$ cat src/rtl/pair_join_pkg.sv
package pair_join_pkg;

    // State held for one awaited event.
    typedef struct packed {
        logic pend;
    } flag_state_t;

    // State held by the completion controller.
    typedef struct packed {
        logic done;
    } ctl_state_t;

    localparam flag_state_t FLAG_ARMED = '{pend: 1'b1};
    localparam ctl_state_t  CTL_IDLE   = '{done: 1'b0};

endpackage

$ cat src/rtl/pend_flag.sv
module pend_flag
    import pair_join_pkg::*;
(
    input  logic clk,
    input  logic rst,
    input  logic restart,
    input  logic halt,
    input  logic ev,
    output logic left
);

    flag_state_t st_d, st_q;

    always_comb begin
        st_d = st_q;
        if (restart) begin
            st_d = FLAG_ARMED;
        end else if (!halt) begin
            st_d.pend = st_q.pend & ~ev;
        end
        left = st_q.pend & ~ev;
    end

    always_ff @(posedge clk) begin
        if (rst) begin
            st_q <= FLAG_ARMED;
        end else begin
            st_q <= st_d;
        end
    end

    // a restart always re-arms the wait
    a_r5_restart_rearms: assert property (@(posedge clk) disable iff (rst)
        restart |=> st_q.pend);

    // a pending wait is only cleared by its own event
    a_r6_pend_holds: assert property (@(posedge clk) disable iff (rst)
        (st_q.pend && !ev) |=> st_q.pend);

    // a cleared wait stays cleared until a restart
    a_r6_cleared_stays: assert property (@(posedge clk) disable iff (rst)
        (!st_q.pend && !restart) |=> !st_q.pend);

endmodule

$ cat src/rtl/join_ctrl.sv
module join_ctrl
    import pair_join_pkg::*;
#(
    parameter int NUM_EV = 2
) (
    input  logic              clk,
    input  logic              rst,
    input  logic              restart,
    input  logic [NUM_EV-1:0] left,
    output logic              done,
    output logic              fire
);

    ctl_state_t st_d, st_q;

    always_comb begin
        st_d = st_q;
        fire = ~rst & ~restart & ~st_q.done & ~(|left);
        if (restart) begin
            st_d = CTL_IDLE;
        end else if (fire) begin
            st_d.done = 1'b1;
        end
        done = st_q.done;
    end

    always_ff @(posedge clk) begin
        if (rst) begin
            st_q <= CTL_IDLE;
        end else begin
            st_q <= st_d;
        end
    end

    // once done, it stays done and silent until a restart
    a_r3_done_holds: assert property (@(posedge clk) disable iff (rst)
        (st_q.done && !restart) |=> (st_q.done && !fire));

    // a restart clears completion
    a_r5_restart_clears: assert property (@(posedge clk) disable iff (rst)
        restart |=> !st_q.done);

endmodule

$ cat src/rtl/pair_join_sync.sv
module pair_join_sync
    import pair_join_pkg::*;
#(
    parameter int NUM_EV = 2
) (
    input  logic              clk,
    input  logic              rst,
    input  logic [NUM_EV-1:0] ev,
    input  logic              restart,
    output logic              fire
);

    localparam int LAST_EV = NUM_EV - 1;

    logic [NUM_EV-1:0] left;
    logic              done;

    for (genvar g = 0; g <= LAST_EV; g++) begin : g_wait
        pend_flag u_flag (
            .clk     (clk),
            .rst     (rst),
            .restart (restart),
            .halt    (done),
            .ev      (ev[g]),
            .left    (left[g])
        );
    end

    join_ctrl #(
        .NUM_EV (NUM_EV)
    ) u_ctrl (
        .clk     (clk),
        .rst     (rst),
        .restart (restart),
        .left    (left),
        .done    (done),
        .fire    (fire)
    );

    // the strobe never lasts two cycles
    a_r3_single_pulse: assert property (@(posedge clk) disable iff (rst)
        fire |=> !fire);

    // restart has priority over events
    a_r4_restart_wins: assert property (@(posedge clk) disable iff (rst)
        restart |-> !fire);

    // the strobe needs at least one event in its cycle
    a_r1_needs_event: assert property (@(posedge clk) disable iff (rst)
        fire |-> (ev != '0));

    // no strobe during reset
    always_comb begin
        if (rst) begin
            a_r7_quiet_in_reset: assert (!fire);
        end
    end

endmodule

$ cat config.mk
export PLATFORM = sky130hd
export DESIGN_NAME = pair_join_sync
export DESIGN_NICKNAME = d
export VERILOG_FILES = /design/src/rtl/pair_join_pkg.sv /design/src/rtl/pend_flag.sv /design/src/rtl/join_ctrl.sv /design/src/rtl/pair_join_sync.sv
export SDC_FILE = /design/constraint.sdc
export NUM_CORES = 1
export LEC_CHECK = 0
export ABC_AREA = 1
export BUFFER_PORTS_ARGS = -buffer_cell sky130_fd_sc_hd__buf_2
export CAP_MARGIN = 20
export CORE_AREA = 2 2 39 41
export DETAILED_ROUTE_END_ITERATION = 10
export DIE_AREA = 0 0 41 43
export PLACE_DENSITY = 0.36
export SLEW_MARGIN = 20
export SYNTH_ARGS = -nofsm -noshare
export SYNTH_HDL_FRONTEND = slang
export SYNTH_SLANG_ARGS = --single-unit
$ cat constraint.sdc
create_clock -name clk -period 1.85 [get_ports clk]
set_input_delay 0.37 -clock clk [delete_from_list [all_inputs] [get_ports clk]]
set_output_delay 0.37 -clock clk [all_outputs]
set_load 0.03 [all_outputs]
==> results of run 1 <==
==> critical path, stage by stage, from the launching register on <==
cell     delay (ns)
dfxtp_1        0.30
nand2_1        0.08
nand2_1        0.09
nor2_1         0.09
buf_2          0.20
==> registers in the layout, indices dropped and copies added, names as in the netlist <==
name / flops
u_ctrl.done: 1
g_wait.u_flag.st_q: 2
==> cell type report <==
| type | instances | area, um2 |
|---|---|---|
| multi-input combinational | 11 | 58.8 |
| sequential | 3 | 60.1 |
| tap | 16 | 20.0 |
| fill | 163 | 1180 |
| clock buffer | 4 | 26.3 |
| inverter | 4 | 15.0 |
| timing repair buffer | 5 | 25.0 |
==> power breakdown <==
part           internal [W]  total [W]  switching, W  leakage, nW
Combinational    0.00000809  0.0000196     0.0000115       0.0574
Sequential        0.0000683  0.0000700    0.00000172       0.0247
Clock             0.0000809   0.000116     0.0000348       0.0150
==> metrics by stage <==
| stage | total power, W | worst slack [ns] | utilization, % |
|---|---|---|---|
| floorplan | 0.0000829 | 0.529 | - |
| global placement | 0.0000913 | 0.520 | 12.9 |
| detailed placement | 0.0000907 | 0.526 | 12.9 |
| global route | 0.000220 | 0.390 | 14.8 |
| finish | 0.000205 | 0.490 | 14.8 |
| CTS | 0.000212 | 0.479 | 14.8 |
==> layout by cell type, fill, tap and decap left out <==
master    netlist  layout
nand2_2         1       1
nor2_4          1       1
nand3_1         2       2
clkbuf_4        0       3
nor2_1          1       1
inv_1           4       4
a21oi_2         1       1
clkbuf_1        0       1
buf_2           0       5
dfxtp_1         3       3
nand2_1         5       5
==> final timing paths <==
kind                      endpoint  cells after the start                   from
max                           fire                      4  g_wait[1].u_flag.st_q
min          g_wait[1].u_flag.st_q                      3                    rst
max reg2reg            u_ctrl.done                      3  g_wait[1].u_flag.st_q
min reg2reg  g_wait[0].u_flag.st_q                      2  g_wait[0].u_flag.st_q
==> cells by family (layout without fill, tap and decap cells) <==
| logic type | count (synthesis) | after routing | share of synthesized area (%) |
|---|---|---|---|
| buffers and inverters | 4 | 13 | 11.2 |
| flip-flops | 3 | 3 | 44.9 |
| AO/OA/AOI/OAI | 1 | 1 | 6.54 |
| AND/OR/NAND/NOR | 10 | 10 | 37.4 |
==> layer usage <==
layer,GRT usage [%],share of wire [%],vias up
li1,-,-,71
met1,6.39,60,40
met2,2.81,26,6
met3,6.28,14,0
met4,6.00,0,0
met5,0,0,-
==> out/metrics.csv, run 1 <==
stage,metric,value,unit
logic_synthesis,Ys Warns,0,
detailed_routing,post-route ant nets,0,
detailed_routing,Via Count,117,
logic_synthesis,share of the synthesized area in the top cell type,44.9,%
cells_and_area,Final Non-Filler Cells,43,
logic_synthesis,syn nets,23,
power_and_ir_drop,Pwr Density,1000,nW/um2
cells_and_area,# diodes,0,
detailed_routing,drc violations,0,
place,I/O Buffers,5,
sta,Final Hold Vio Count,0,
setup_path,Worst EP arrival,0.99,ns
power_and_ir_drop,peak supply drop,0.000238,V
global_route,grt total ovfl,0,
global_route,initial antenna violation count,0,
global_route,first-pass GRT wire length,476,um
sta,final setup TNS,0,ns
place,Placed Cells,39,
logic_synthesis,#FFs+latches synth,3,
logic_synthesis,"FFs w/ async S/R, synth",0,%
run_status,outcome,finished clean,
cells_and_area,Final Cell Area,205,um2
clock_tree,clock transition at the registers of the reported paths,0.04,ns
sta,Worst-Margin Slew,0.155,ns
setup_path,CP startpoint kind,flop,
setup_path,critical path data required time,1.48,ns
detailed_routing,post-DR wirelength/cell,6.72,um
sta,worst-case clock skew,0.00490,ns
clock_tree,# hold bufs at CTS,0,
floorplanning,die area,1760,um2
detailed_routing,Vias per Instance,2.72,
sta,fmax,0.735,GHz
sta,Final Max Slew Viols,0,
clock_tree,PostCTS Resize Cnt,0,
clock_tree,clk sinks,3,
floorplanning,Ports,6,
floorplanning,initial cell density of the core,9.67,%
setup_path,CP Max Fanout,2,
place,routability congestion estimate,0.617,
detailed_routing,initial drt markers,4,
setup_path,reg-to-reg setup timing slack,1.18,ns
logic_synthesis,"area leader, netlist",dfxtp_1,
logic_synthesis,number of flops mapped to enable cells by yosys,0,
detailed_routing,Pre-antenna DRT Iters,2,
clock_tree,root buf cell,clkbuf_4,
global_route,global-route usage over all layers,5.01,%
floorplanning,Core ar.,1380,um2
logic_synthesis,Synth top cells by count,"5 x nand2_1, 4 x inv_1, 3 x dfxtp_1",
sta,Final setup viols,0,
sta,max_slew headroom,89.8,%
cells_and_area,Layout Nets,33,
sta,WHS,0.374,ns
clock_tree,CTS buffer count,3,
clock_tree,CTS tree,done,
clock_tree,setup bufs post-CTS,0,
floorplanning,die height,43,um
logic_synthesis,Post-Syn Instances,18,
global_route,largest net degree at the start of global routing,5,
floorplanning,Die W,41,um
power_and_ir_drop,Lkg Pwr,0.0970,nW
logic_synthesis,Synth area leaders,"dfxtp_1 45%, nand2_1 14%, inv_1 11%",
logic_synthesis,syn_area_per_cell,7.44,um2
floorplanning,Rows,14,
clock_tree,worst skew pair latency,0.23,ns
logic_synthesis,Synth cell types,8,
logic_synthesis,Netlist Area Pre-Place,134,um2
clock_tree,Max clock buf depth,2,
place,dpl hpwl,216,um
logic_synthesis,ys flop type,dfxtp_1,
sta,fin crit period,1.36,ns
sta,RSZ-0062 raised after global routing,false,
clock_tree,CTS H-Tree Depth,1,
cells_and_area,layout cell share with drive strength beyond 1,40.7,%
job,max_cap viols,0,
setup_path,Worst setup EP type,output pin,
logic_synthesis,most common cell in the synthesized netlist,nand2_1,
detailed_routing,overall routed net length,289,um
global_route,vias in the first global route,115,
place,Post-DP Area,179,um2
worst_hold_path,Hold WC Path Type,in -> reg,
logic_synthesis,post-synthesis sequential area ratio,44.9,%
setup_path,Setup CP Type,reg -> out,
cells_and_area,Area Growth Syn to Fin,53.3,%
sta,final worst path period share,73.5,%
Power figures use the tool's default switching activity.
==> inputs of run 2 (changes only) <==
==> constraint.sdc (replaced) <==
create_clock -name clk -period 1.38 [get_ports clk]
set_input_delay 0.276 -clock clk [delete_from_list [all_inputs] [get_ports clk]]
set_output_delay 0.276 -clock clk [all_outputs]
set_load 0.03 [all_outputs]
==> run 2 against run 1 <==
  * Register-to-register slack lost 0.44 ns
  * Final area unchanged
  * Non-clock buffer count is the same
  * Sequential power is 34% higher
  * Largest power group unchanged
  * Flip-flop and latch count did not move
  * Via count increased by 9.4%
  * Largest cell class unchanged
==> out/metrics.csv, run 2 (synthesis gave the netlist of run 1 again) <==
stage,metric,value,unit
setup_path,critical path data required time,1.10,ns
sta,max_slew headroom,89.4,%
clock_tree,setup bufs post-CTS,0,
clock_tree,CTS tree,done,
global_route,global-route usage over all layers,5.11,%
floorplanning,initial cell density of the core,9.67,%
power_and_ir_drop,Sw Ratio,23.1,%
cells_and_area,# diodes,0,
worst_hold_path,Hold WC Path Type,in -> reg,
power_and_ir_drop,register share of total power,34.2,%
cells_and_area,layout cell share with drive strength beyond 1,40.7,%
sta,Worst-Margin Slew,0.160,ns
sta,worst-case clock skew,0.00244,ns
detailed_routing,Pre-antenna DRT Iters,4,
setup_path,Setup CP Type,reg -> out,
place,Placed Cells,39,
detailed_routing,Via Count,128,
cells_and_area,Filler cells,162,
floorplanning,die area,1760,um2
sta,RSZ-0062 raised after global routing,false,
place,Post-DP Area,179,um2
floorplanning,Rows,14,
sta,fin crit period,1.26,ns
sta,Final Hold Vio Count,0,
cells_and_area,Final Non-Filler Cells,43,
cells_and_area,Final Cell Area,205,um2
detailed_routing,Vias per Instance,2.98,
clock_tree,CTS buffer count,3,
cells_and_area,Layout Nets,33,
setup_path,Worst setup EP type,output pin,
global_route,first-pass GRT wire length,510,um
floorplanning,Core ar.,1380,um2
cells_and_area,Biggest register,g_wait.u_flag.st_q,
run_status,outcome,finished clean,
power_and_ir_drop,P_sw,0.0000634,W
cells_and_area,"commonest cells after routing, fill and taps aside","5 x nand2_1, 5 x buf_2, 4 x inv_1, 3 x clkbuf_4, 3 x dfxtp_1",
clock_tree,CTS H-Tree Depth,1,
setup_path,CP Max Fanout,3,
clock_tree,# hold bufs at CTS,0,
power_and_ir_drop,Lkg Pwr,0.0970,nW
setup_path,Worst EP arrival,0.99,ns
sta,final setup TNS,0,ns
clock_tree,PostCTS Resize Cnt,0,
floorplanning,Die W,41,um
detailed_routing,drc violations,0,
place,I/O Buffers,5,
clock_tree,clk sinks,3,
job,max_cap viols,0,
clock_tree,Max clock buf depth,2,
power_and_ir_drop,Clk pwr share,56.2,%
detailed_routing,overall routed net length,289,um
global_route,vias in the first global route,137,
power_and_ir_drop,Internal,0.000211,W
power_and_ir_drop,Design Power,0.000274,W
global_route,largest net degree at the start of global routing,5,
cells_and_area,Area Growth Syn to Fin,53.3,%
detailed_routing,post-route ant nets,0,
global_route,initial antenna violation count,0,
setup_path,CP startpoint kind,flop,
clock_tree,clock transition at the registers of the reported paths,0.04,ns
detailed_routing,initial drt markers,5,
power_and_ir_drop,peak supply drop,0.000378,V
sta,fmax,0.791,GHz
place,routability congestion estimate,0.682,
sta,Final Max Slew Viols,0,
floorplanning,die height,43,um
clock_tree,root buf cell,clkbuf_4,
floorplanning,Ports,6,
global_route,grt total ovfl,0,
sta,final worst path period share,91.7,%
sta,Final setup viols,0,
power_and_ir_drop,Pwr Density,1340,nW/um2
clock_tree,worst skew pair latency,0.23,ns
power_and_ir_drop,Gate power share,9.6,%
sta,WHS,0.294,ns
detailed_routing,post-DR wirelength/cell,6.72,um
cells_and_area,max reg flops,2,
## run 2: cell counts in the layout (fill, tap and decap cells not counted)
No cell type changed its count.
## run 2: layer usage
| layer | GRT usage (%) | share of wire [%] | vias to the layer above |
|---|---|---|---|
| li1 | - | - | 70 |
| met1 | 6.07 | 56 | 48 |
| met2 | 4.38 | 29 | 8 |
| met3 | 3.14 | 9.0 | 2 |
| met4 | 8.00 | 5.2 | 0 |
| met5 | 0 | 0 | - |
## run 2: metrics by stage
step	util [%]	worst slack [ns]
after detailed placement	12.9	0.238
after global placement	12.9	0.224
final	14.8	0.115
after global routing	14.8	0.0147
after CTS	14.8	0.101
after floorplan	-	0.247
## run 2: power groups by stage
stage                     logic (W)  registers [W]  clock network, W
after floorplan           0.0000164      0.0000947                 0
after global placement    0.0000268      0.0000954                 0
after detailed placement  0.0000267      0.0000952                 0
after CTS                 0.0000268      0.0000938          0.000164
after global routing      0.0000299      0.0000943          0.000173
final                     0.0000263      0.0000939          0.000154
## run 2: worst max-delay path: stages (launching register included)
cell	delay, ns
dfxtp_1	0.32
inv_1	0.10
nand2_2	0.05
nor2_1	0.09
buf_2	0.20
## run 2: path summary, 6_finish.rpt
check                   startpoint               endpoint  slack [ns]  depth (start not counted)
max reg2reg  g_wait[0].u_flag.st_q            u_ctrl.done        0.74                          3
min                            rst  g_wait[1].u_flag.st_q        0.29                          3
max                    u_ctrl.done                   fire        0.12                          4
min reg2reg  g_wait[1].u_flag.st_q  g_wait[1].u_flag.st_q        0.47                          2
## run 2: area by class of cell
| cell class | instances | area (um2) | area share (%) |
|---|---|---|---|
| timing repair buffer | 5 | 25.0 | 12.2 |
| inverter | 4 | 15.0 | 7.32 |
| multi-input combinational | 11 | 58.8 | 28.7 |
| clock buffer | 4 | 26.3 | 12.8 |
| sequential | 3 | 60.1 | 29.3 |
| tap | 16 | 20.0 | 9.76 |
